==> src/rtl/stopw_pkg.sv <==
package stopw_pkg;
    typedef enum logic [1:0] {
        ST_RUN  = 2'd0,
        ST_STOP = 2'd1,
        ST_WAKE = 2'd2
    } stop_st_e;

    localparam int SRC_W   = 2;
    localparam int DIV_W   = 3;
    localparam int NUM_OSC = 3;

    localparam logic [SRC_W-1:0] SRC_MAIN = 2'd0;
    localparam logic [SRC_W-1:0] SRC_SUB  = 2'd1;
    localparam logic [SRC_W-1:0] SRC_OCO  = 2'd2;
    localparam logic [SRC_W-1:0] SRC_RSVD = 2'd3;

    localparam logic [DIV_W-1:0] DIV_BY1 = 3'd0;
    localparam logic [DIV_W-1:0] DIV_BY8 = 3'd3;

    typedef struct packed {
        stop_st_e         st;
        logic [SRC_W-1:0] src;
        logic [DIV_W-1:0] div;
        logic             stop;
    } ctl_s;
endpackage

==> src/rtl/stopw_irq_qual.sv <==
module stopw_irq_qual #(
    parameter int NUM_IRQ = 4,
    parameter int LVL_W   = 3
) (
    input  logic [NUM_IRQ-1:0]       irq_req_i,
    input  logic [NUM_IRQ*LVL_W-1:0] irq_lvl_i,
    input  logic [LVL_W-1:0]         cpu_lvl_i,
    input  logic                     ie_i,
    output logic                     wake_o
);
    logic [NUM_IRQ-1:0] hit;

    for (genvar i = 0; i < NUM_IRQ; i++) begin : g_src
        logic [LVL_W-1:0] lvl;
        assign lvl    = irq_lvl_i[i*LVL_W +: LVL_W];
        // level 0 means disabled; strict compare against processor level
        assign hit[i] = irq_req_i[i] && (lvl != '0) && (lvl > cpu_lvl_i);
    end

    assign wake_o = ie_i && (|hit);
endmodule

==> src/rtl/stopw_stab_cnt.sv <==
module stopw_stab_cnt #(
    parameter int STAB_CYC = 16
) (
    input  logic clk,
    input  logic rst_n,
    input  logic en_i,
    input  logic rdy_i,
    output logic done_o
);
    localparam int CNT_W = (STAB_CYC > 1) ? $clog2(STAB_CYC) : 1;
    localparam logic [CNT_W-1:0] LAST = CNT_W'(STAB_CYC - 1);

    logic [CNT_W-1:0] cnt_d, cnt_q;

    always_comb begin
        cnt_d  = cnt_q;
        done_o = 1'b0;
        if (!en_i || !rdy_i) begin
            cnt_d = '0;
        end else if (cnt_q == LAST) begin
            cnt_d  = '0;
            done_o = 1'b1;
        end else begin
            cnt_d = cnt_q + 1'b1;
        end
    end

    always_ff @(posedge clk or negedge rst_n) begin
        if (!rst_n) cnt_q <= '0;
        else        cnt_q <= cnt_d;
    end
endmodule

==> src/rtl/stopw_ctrl.sv <==
module stopw_ctrl
    import stopw_pkg::*;
#(
    parameter int NUM_IRQ  = 4,
    parameter int LVL_W    = 3,
    parameter int STAB_CYC = 16
) (
    input  logic                     clk,
    input  logic                     rst_n,
    input  logic                     cfg_wr_i,
    input  logic [1:0]               cfg_src_i,
    input  logic [2:0]               cfg_div_i,
    input  logic                     stop_wr_i,
    input  logic                     stop_wdata_i,
    input  logic                     nmi_i,
    input  logic [NUM_IRQ-1:0]       irq_req_i,
    input  logic [NUM_IRQ*LVL_W-1:0] irq_lvl_i,
    input  logic [LVL_W-1:0]         cpu_lvl_i,
    input  logic                     ie_i,
    input  logic [2:0]               osc_rdy_i,
    output logic [2:0]               osc_en_o,
    output logic [1:0]               clk_src_o,
    output logic [2:0]               clk_div_o,
    output logic                     stop_bit_o,
    output logic                     cpu_clk_on_o
);
    localparam ctl_s CTL_RST = '{st: ST_WAKE, src: SRC_MAIN, div: DIV_BY8, stop: 1'b0};

    ctl_s ctl_d, ctl_q;
    logic irq_wake;
    logic sel_rdy;
    logic stab_done;
    logic [NUM_OSC-1:0] src_onehot;

    stopw_irq_qual #(.NUM_IRQ(NUM_IRQ), .LVL_W(LVL_W)) i_qual (
        .irq_req_i (irq_req_i),
        .irq_lvl_i (irq_lvl_i),
        .cpu_lvl_i (cpu_lvl_i),
        .ie_i      (ie_i),
        .wake_o    (irq_wake)
    );

    stopw_stab_cnt #(.STAB_CYC(STAB_CYC)) i_stab (
        .clk    (clk),
        .rst_n  (rst_n),
        .en_i   (ctl_q.st == ST_WAKE),
        .rdy_i  (sel_rdy),
        .done_o (stab_done)
    );

    always_comb begin
        case (ctl_q.src)
            SRC_SUB: src_onehot = 3'b010;
            SRC_OCO: src_onehot = 3'b100;
            default: src_onehot = 3'b001;
        endcase
        sel_rdy = |(osc_rdy_i & src_onehot);
    end

    always_comb begin
        ctl_d = ctl_q;
        case (ctl_q.st)
            ST_RUN: begin
                if (cfg_wr_i && (cfg_src_i != SRC_RSVD)) begin
                    ctl_d.src = cfg_src_i;
                    ctl_d.div = cfg_div_i;
                end
                if (stop_wr_i && stop_wdata_i) begin
                    ctl_d.st   = ST_STOP;
                    ctl_d.stop = 1'b1;
                end
            end
            ST_STOP: begin
                if (nmi_i || irq_wake) begin
                    ctl_d.st   = ST_WAKE;
                    ctl_d.stop = 1'b0;
                    ctl_d.div  = (ctl_q.src == SRC_SUB) ? DIV_BY1 : DIV_BY8;
                end
            end
            ST_WAKE: begin
                if (stab_done) ctl_d.st = ST_RUN;
            end
            default: ctl_d = CTL_RST;
        endcase
    end

    always_ff @(posedge clk or negedge rst_n) begin
        if (!rst_n) ctl_q <= CTL_RST;
        else        ctl_q <= ctl_d;
    end

    assign osc_en_o     = (ctl_q.st == ST_STOP) ? '0 : src_onehot;
    assign clk_src_o    = ctl_q.src;
    assign clk_div_o    = ctl_q.div;
    assign stop_bit_o   = ctl_q.stop;
    assign cpu_clk_on_o = (ctl_q.st == ST_RUN);

    // entering stop closes the gate and drops every oscillator
    p_stop_gated_r2: assert property (@(posedge clk) disable iff (!rst_n)
        $rose(stop_bit_o) |-> (!cpu_clk_on_o && osc_en_o == 3'b000));

    // nothing wakes a stop with no NMI and interrupts disabled
    p_stay_stop_r5: assert property (@(posedge clk) disable iff (!rst_n)
        (stop_bit_o && !nmi_i && !ie_i) |=> stop_bit_o);

    // an NMI wake on the sub clock runs undivided
    p_sub_undiv_r6: assert property (@(posedge clk) disable iff (!rst_n)
        (stop_bit_o && nmi_i && clk_src_o == SRC_SUB) |=> (clk_div_o == DIV_BY1 && !stop_bit_o));

    // the clock never turns on without the selected oscillator ready
    p_on_after_rdy_r8: assert property (@(posedge clk) disable iff (!rst_n)
        $rose(cpu_clk_on_o) |-> $past(|(osc_rdy_i & osc_en_o)));

    // the source cannot change outside the running state
    p_src_hold_r9: assert property (@(posedge clk) disable iff (!rst_n)
        !cpu_clk_on_o |=> $stable(clk_src_o));
endmodule

==> config.mk <==
export PLATFORM = sky130hd
export DESIGN_NAME = stopw_ctrl
export DESIGN_NICKNAME = d
export VERILOG_FILES = /design/src/rtl/stopw_pkg.sv /design/src/rtl/stopw_irq_qual.sv /design/src/rtl/stopw_stab_cnt.sv /design/src/rtl/stopw_ctrl.sv
export SDC_FILE = /design/constraint.sdc
export NUM_CORES = 1
export LEC_CHECK = 0
export ABC_AREA = 1
export BUFFER_PORTS_ARGS = -buffer_cell sky130_fd_sc_hd__buf_2
export CAP_MARGIN = 20
export CORE_ASPECT_RATIO = 0.7
export CORE_UTILIZATION = 31
export CTS_CLUSTER_SIZE = 25
export DETAILED_ROUTE_END_ITERATION = 12
export SKIP_LAST_GASP = 1
export SYNTH_ARGS = -nofsm -noshare
export SYNTH_HDL_FRONTEND = slang
export SYNTH_SLANG_ARGS = --single-unit
==> constraint.sdc <==
create_clock -name clk -period 5 [get_ports clk]
set_clock_uncertainty 0.2 [all_clocks]
set_input_delay 0.75 -clock clk [delete_from_list [all_inputs] [get_ports clk]]
set_output_delay 0.75 -clock clk [all_outputs]
set_load 0.05 [all_outputs]
# == Yosys cells after proc, flatten, opt, wreduce, memory -nomap -nowiden ==
# Cells that the tools add are included.
# W data, S select, Z words.
# totals
register_bits,12
in_bits,34
out_inout_bits,10
wordCells,66
# classes
n_addsub,1
magnitude_cmp,4
n_eq_ne,10
muxes,16
n_bitwise,3
reduce_logical,27
# ops
cell,count
$gt A3 B3 Y1,4
$mux W4,3
$pmux W4 S3,1
$reduce_bool A3 Y1,4
$logic_and A1 B1 Y1,11
$reduce_and A3 Y1,3
$mux W2,4
$ne A2 B2 Y1 const B,3
$pmux W2 S3,1
$pmux W3 S2,1
$mux W5,1
$add A4 B1 Y4 const B,1
$eq A2 B1 Y1 const B,2
$eq A2 B2 Y1 const B,2
$eq A4 B4 Y1 const B,1
$ne A2 B1 Y1 const B,2
$pmux W2 S2,1
$reduce_or A4 Y1,1
$and A3 B3 Y3,1
$mux W1,3
$mux W3,1
$reduce_or A3 Y1,1
$logic_not A1 Y1,2
$logic_not A2 Y1,1
other kinds (4),6

# == Depth between registers and ports, before layout ==
# depth
word_depth,9
mapped_depth,13
mapped_depth_nobuf,13

# == Hierarchy ==
# A second synthesis with hierarchy kept.
# unflattened
hier_cells,162
hier_area_um2,1176.1
# by_module_without_submodules
mod,n_inst,cells_per_inst,area_per_inst_um2,seq_area_each_um2
stopw_ctrl,1,86,649.4,203.9
stopw_irq_qual,1,56,344.1,0.0
stopw_stab_cnt,1,20,182.7,100.1

# == Worst setup path before layout ==
# No wires, ideal clock.
# synth_path
kind,register -> output
startpoint,register ctl_q[7] in the netlist's numbering
endpoint,output osc_en_o[0]
t_arrival_ns,1.443
required_ns,4.050
slack_ns,2.607
path_stages_with_launch,4
path_buffers,0
cell_sequence,dfstp_2 inv_1 ha_1 nor2_1
# synth_between
elab_chain_cells,2
# synth_lines
item,line,source
"start, declared",stopw_ctrl.sv:29,"ctl_s ctl_d, ctl_q;"
"start signal, assigned",stopw_ctrl.sv:89,else ctl_q <= ctl_d;
$eq A2 B1 Y1,stopw_ctrl.sv:92,assign osc_en_o = (ctl_q.st == ST_STOP) ? '0 : src_onehot;
$mux W3,stopw_ctrl.sv:92,
"end, declared",stopw_ctrl.sv:21,"output logic [2:0] osc_en_o,"
# No other way between the ends.

# == Worst setup path in the final report ==
# layout_path
startpoint,register ctl_q[6] in the netlist's numbering
endpoint,output cpu_clk_on_o
# layout_between
elab_chain_cells,1
# layout_lines
item,line,source
$logic_not A2 Y1,stopw_ctrl.sv:96,assign cpu_clk_on_o = (ctl_q.st == ST_RUN);
"end, declared",stopw_ctrl.sv:25,output logic cpu_clk_on_o
# No other way between the ends.

==> parameters.txt <==
Parameter                              Value

Worst setup path
  Crit path max fanout    10
  Data arrival time at the worst-slack endpoint    1450 ps
  Worst R2R Setup Slack    3120 ps
  Setup crit start kind    flip-flop
  Critical path, cell by cell    inv_1, ha_1, buf_2
  Worst setup startpoint    ctl_q[6]
  Reg-to-reg critical path endpoint    clk_src_o[1]
  WP data required    4050 ps
  Critical Path Sink    cpu_clk_on_o
  Crit Reg-Reg Startpoint    ctl_q[6]
  Slowest cell on the critical path    sky130_fd_sc_hd__dfrtp_1
  Critical path class    flip-flop to primary output
  Depth of the worst register-to-register path    7
  Kind of end point of the critical path    primary output
  Max incr delay on CP    400 ps

Clocking
  Setup Buffers After CTS    0
  Clock latency reported for the late side of the worst-skew pair    roughly 240 ps
  Reg clk slew, reported paths    50 ps
  Number of buffers added by the clock tree synthesis step    3
  Number of hold buffers added after CTS    0
  TritonCTS clock tree    done
  Clk root buf    sky130_fd_sc_hd__clkbuf_8
  Longest Clk Path Bufs    2
  Sink count of the clock tree    12
  H-tree level count    1
  Number of resized instances in the post-cts repair step    0

Final layout
  Most common cell after layout, fill and taps aside    sky130_fd_sc_hd__buf_2
  Core utilization of the finished layout    0.424
  Layout cells sized above 1    0.298
  Leading cell types in the layout, fill and taps excluded    sky130_fd_sc_hd__buf_2 (43), sky130_fd_sc_hd__nand2_1 (36), sky130_fd_sc_hd__nor2_1 (26), sky130_fd_sc_hd__inv_1 (21), sky130_fd_sc_hd__ha_1 (19)
  Total inserted antenna cells    0
  Area added between synthesis and finish    24.4%
  Final layout net count    252

Drt
  WL per Instance    9.66 um
  DRC violations left    0
  Detailed-route vias per instance    4.19
  Detailed-router iteration count before antenna repair    4
  Total Wirelength    2.37 mm
  Detailed router's first-iteration violation count    24
  Total number of vias    around 1000
  Antenna Nets Post-Route    0

Power and ir drop
  Net switching share of the total power    0.518
  Switching power    0.338 mW
  Maximum vdd ir drop    roughly 0.24 mV
  Cell internal power dissipation    0.315 mW
  Power density over the cells    467 nW/um^2
  Portion of total power attributed to the clock network    0.140
  Leakage power    around 0.8 nW
  Gate power share    0.618
  Sequential Power Share    0.242

Placed design
  Routability-driven placement congestion ratio    0.816
  Post-detailed-placement half-perimeter wirelength    2.05 mm
  Setup slack at placement    2630 ps
  Number of buffer cells added on primary ports    43

Synth
  Cells taking the most area after synthesis    sky130_fd_sc_hd__ha_1 (21%), sky130_fd_sc_hd__dfrtp_1 (20%), sky130_fd_sc_hd__nand2_1 (12%)
  Avg Cell Area, Syn    7.16 sq um
  Net count of the mapped netlist    between 200 and 250
  Post-synth cell types    19
  Synthesis warning total    0
  Number of register bits inferred by synthesis    12
  Library cell occupying the most area in the post-synthesis netlist    sky130_fd_sc_hd__ha_1
  Part of the Yosys area used for sequential elements    0.271
  Post-synthesis instance area    1120 sq um
  Synthesized netlist cell count    157
  Share of the synthesized area in the top cell type    0.212

STA
  Unrepaired setup endpoints after global routing    no
  Highest achievable clock rate    0.417 GHz
  Final Setup Violations    0
  Tcrit/Tclk final    0.480
  Post-route minimum period    2400 ps
  Final-report max-slew violation count    0
  Worst slew pin tran    379 ps
  Worst-case setup margin in the final layout    2600 ps
  Final hold vios    0
  Headroom to the max-slew limit    0.747
  TNS Setup    0 ps

Die
  Starting Density    0.341
  Full die area    3870 sq um
  # IOs    44
  Area of the placeable core    3300 sq um
  Number of core rows    17
  Die height    approximately 52 um
  Horizontal extent of the die    74.0 um

GRT
  Maximum number of pins on one net before global-route repair    13
  Initial antenna violation count    0
  Number of global-route vias before repair    911
  Overall Global Routing Usage    0.140
  Wire length of the first global-routing pass    roughly 4.1 mm
  Total congestion overflow    0

Run status
  Status    finished clean

Job
  Max-cap check violation count    0

Min path
  Type of the most critical hold path    input pin to async pin
-- critical path, delay by kind of cell (launching register included) --
family     cells  cell delay, ps
fa+ha+maj      1             390
buf+inv        2             430
flops          1             400
-- registers in the layout, summed over array words and instances (netlist names) --
signal        flops
clk_src_o         2
i_stab.cnt_q      4
ctl_q             2
stop_bit_o        1
clk_div_o         3
-- metrics by stage --
step / std cells / hold WS [ps] / total power [mW] / instance area, sq um
floorplan: 157 / 228 / 0.499 / 1120
global route: 245 / 193 / 0.716 / 1400
detailed placement: 241 / 258 / 0.566 / 1350
finish: 245 / 186 / 0.652 / 1400
CTS: 245 / 194 / 0.660 / 1400
global placement: 241 / 254 / 0.565 / 1350
-- per-layer routing --
| layer | track usage | vias to the layer above | wire length (um) |
|---|---|---|---|
| li1 | - | 577 | - |
| met1 | 0.215 | 429 | 1330 |
| met2 | 0.194 | 20 | 948 |
| met3 | 0.0365 | 0 | 93 |
| met4 | 0.0192 | 0 | 0 |
| met5 | 0 | - | 0 |
-- power groups by stage --
stage / logic (mW) / registers [mW] / clock network (mW)
finish: 0.403 / 0.158 / 0.0911
global route: 0.453 / 0.162 / 0.102
CTS: 0.408 / 0.158 / 0.0930
detailed placement: 0.406 / 0.160 / 0
global placement: 0.406 / 0.159 / 0
floorplan: 0.334 / 0.166 / 0
-- cells in the mapped netlist, drive strengths merged --
cell type / count
buf: 6
nand2: 39
dfrtp: 9
xor2: 1
nand3: 16
a21oi: 4
o21ai: 8
nand4: 2
nor2: 27
inv: 23
ha: 19
dfstp: 3
-- how the worst min path moves through the flow --
| stage | startpoint | slack (ps) | endpoint |
|---|---|---|---|
| floorplan | i_stab.cnt_q[0] | 230 | i_stab.cnt_q[0] |
| global placement | i_stab.cnt_q[0] | 250 | i_stab.cnt_q[0] |
| detailed placement | i_stab.cnt_q[0] | 260 | i_stab.cnt_q[0] |
| CTS | rst_n | 190 | ctl_q[6] |
| global route | rst_n | 190 | clk_src_o[1] |
| finish | rst_n | 190 | ctl_q[6] |
-- logic make-up (layout without fill, tap and decap cells) --
group | after synthesis | in the layout | synth area share
and+or+nand+nor | 84 | 84 | 0.330
xor gates and xnor gates | 1 | 1 | 0.00780
AOI/OAI and AO/OA | 12 | 12 | 0.0635
buffers and inverters | 29 | 70 | 0.117
adders and majority gates | 19 | 19 | 0.212
DFF | 12 | 12 | 0.271
-- layout make-up --
cell class | count | area, sq um
Inverter | 23 | 86.3
Fill cell | 332 | 1900
Clock buffer | 4 | 45.0
Sequential cell | 12 | 304
Timing Repair Buffer | 43 | 215
Tap cell | 47 | 58.8
Multi-Input combinational cell | 116 | 688
Note: power is estimated with default switching activity, not from simulation.
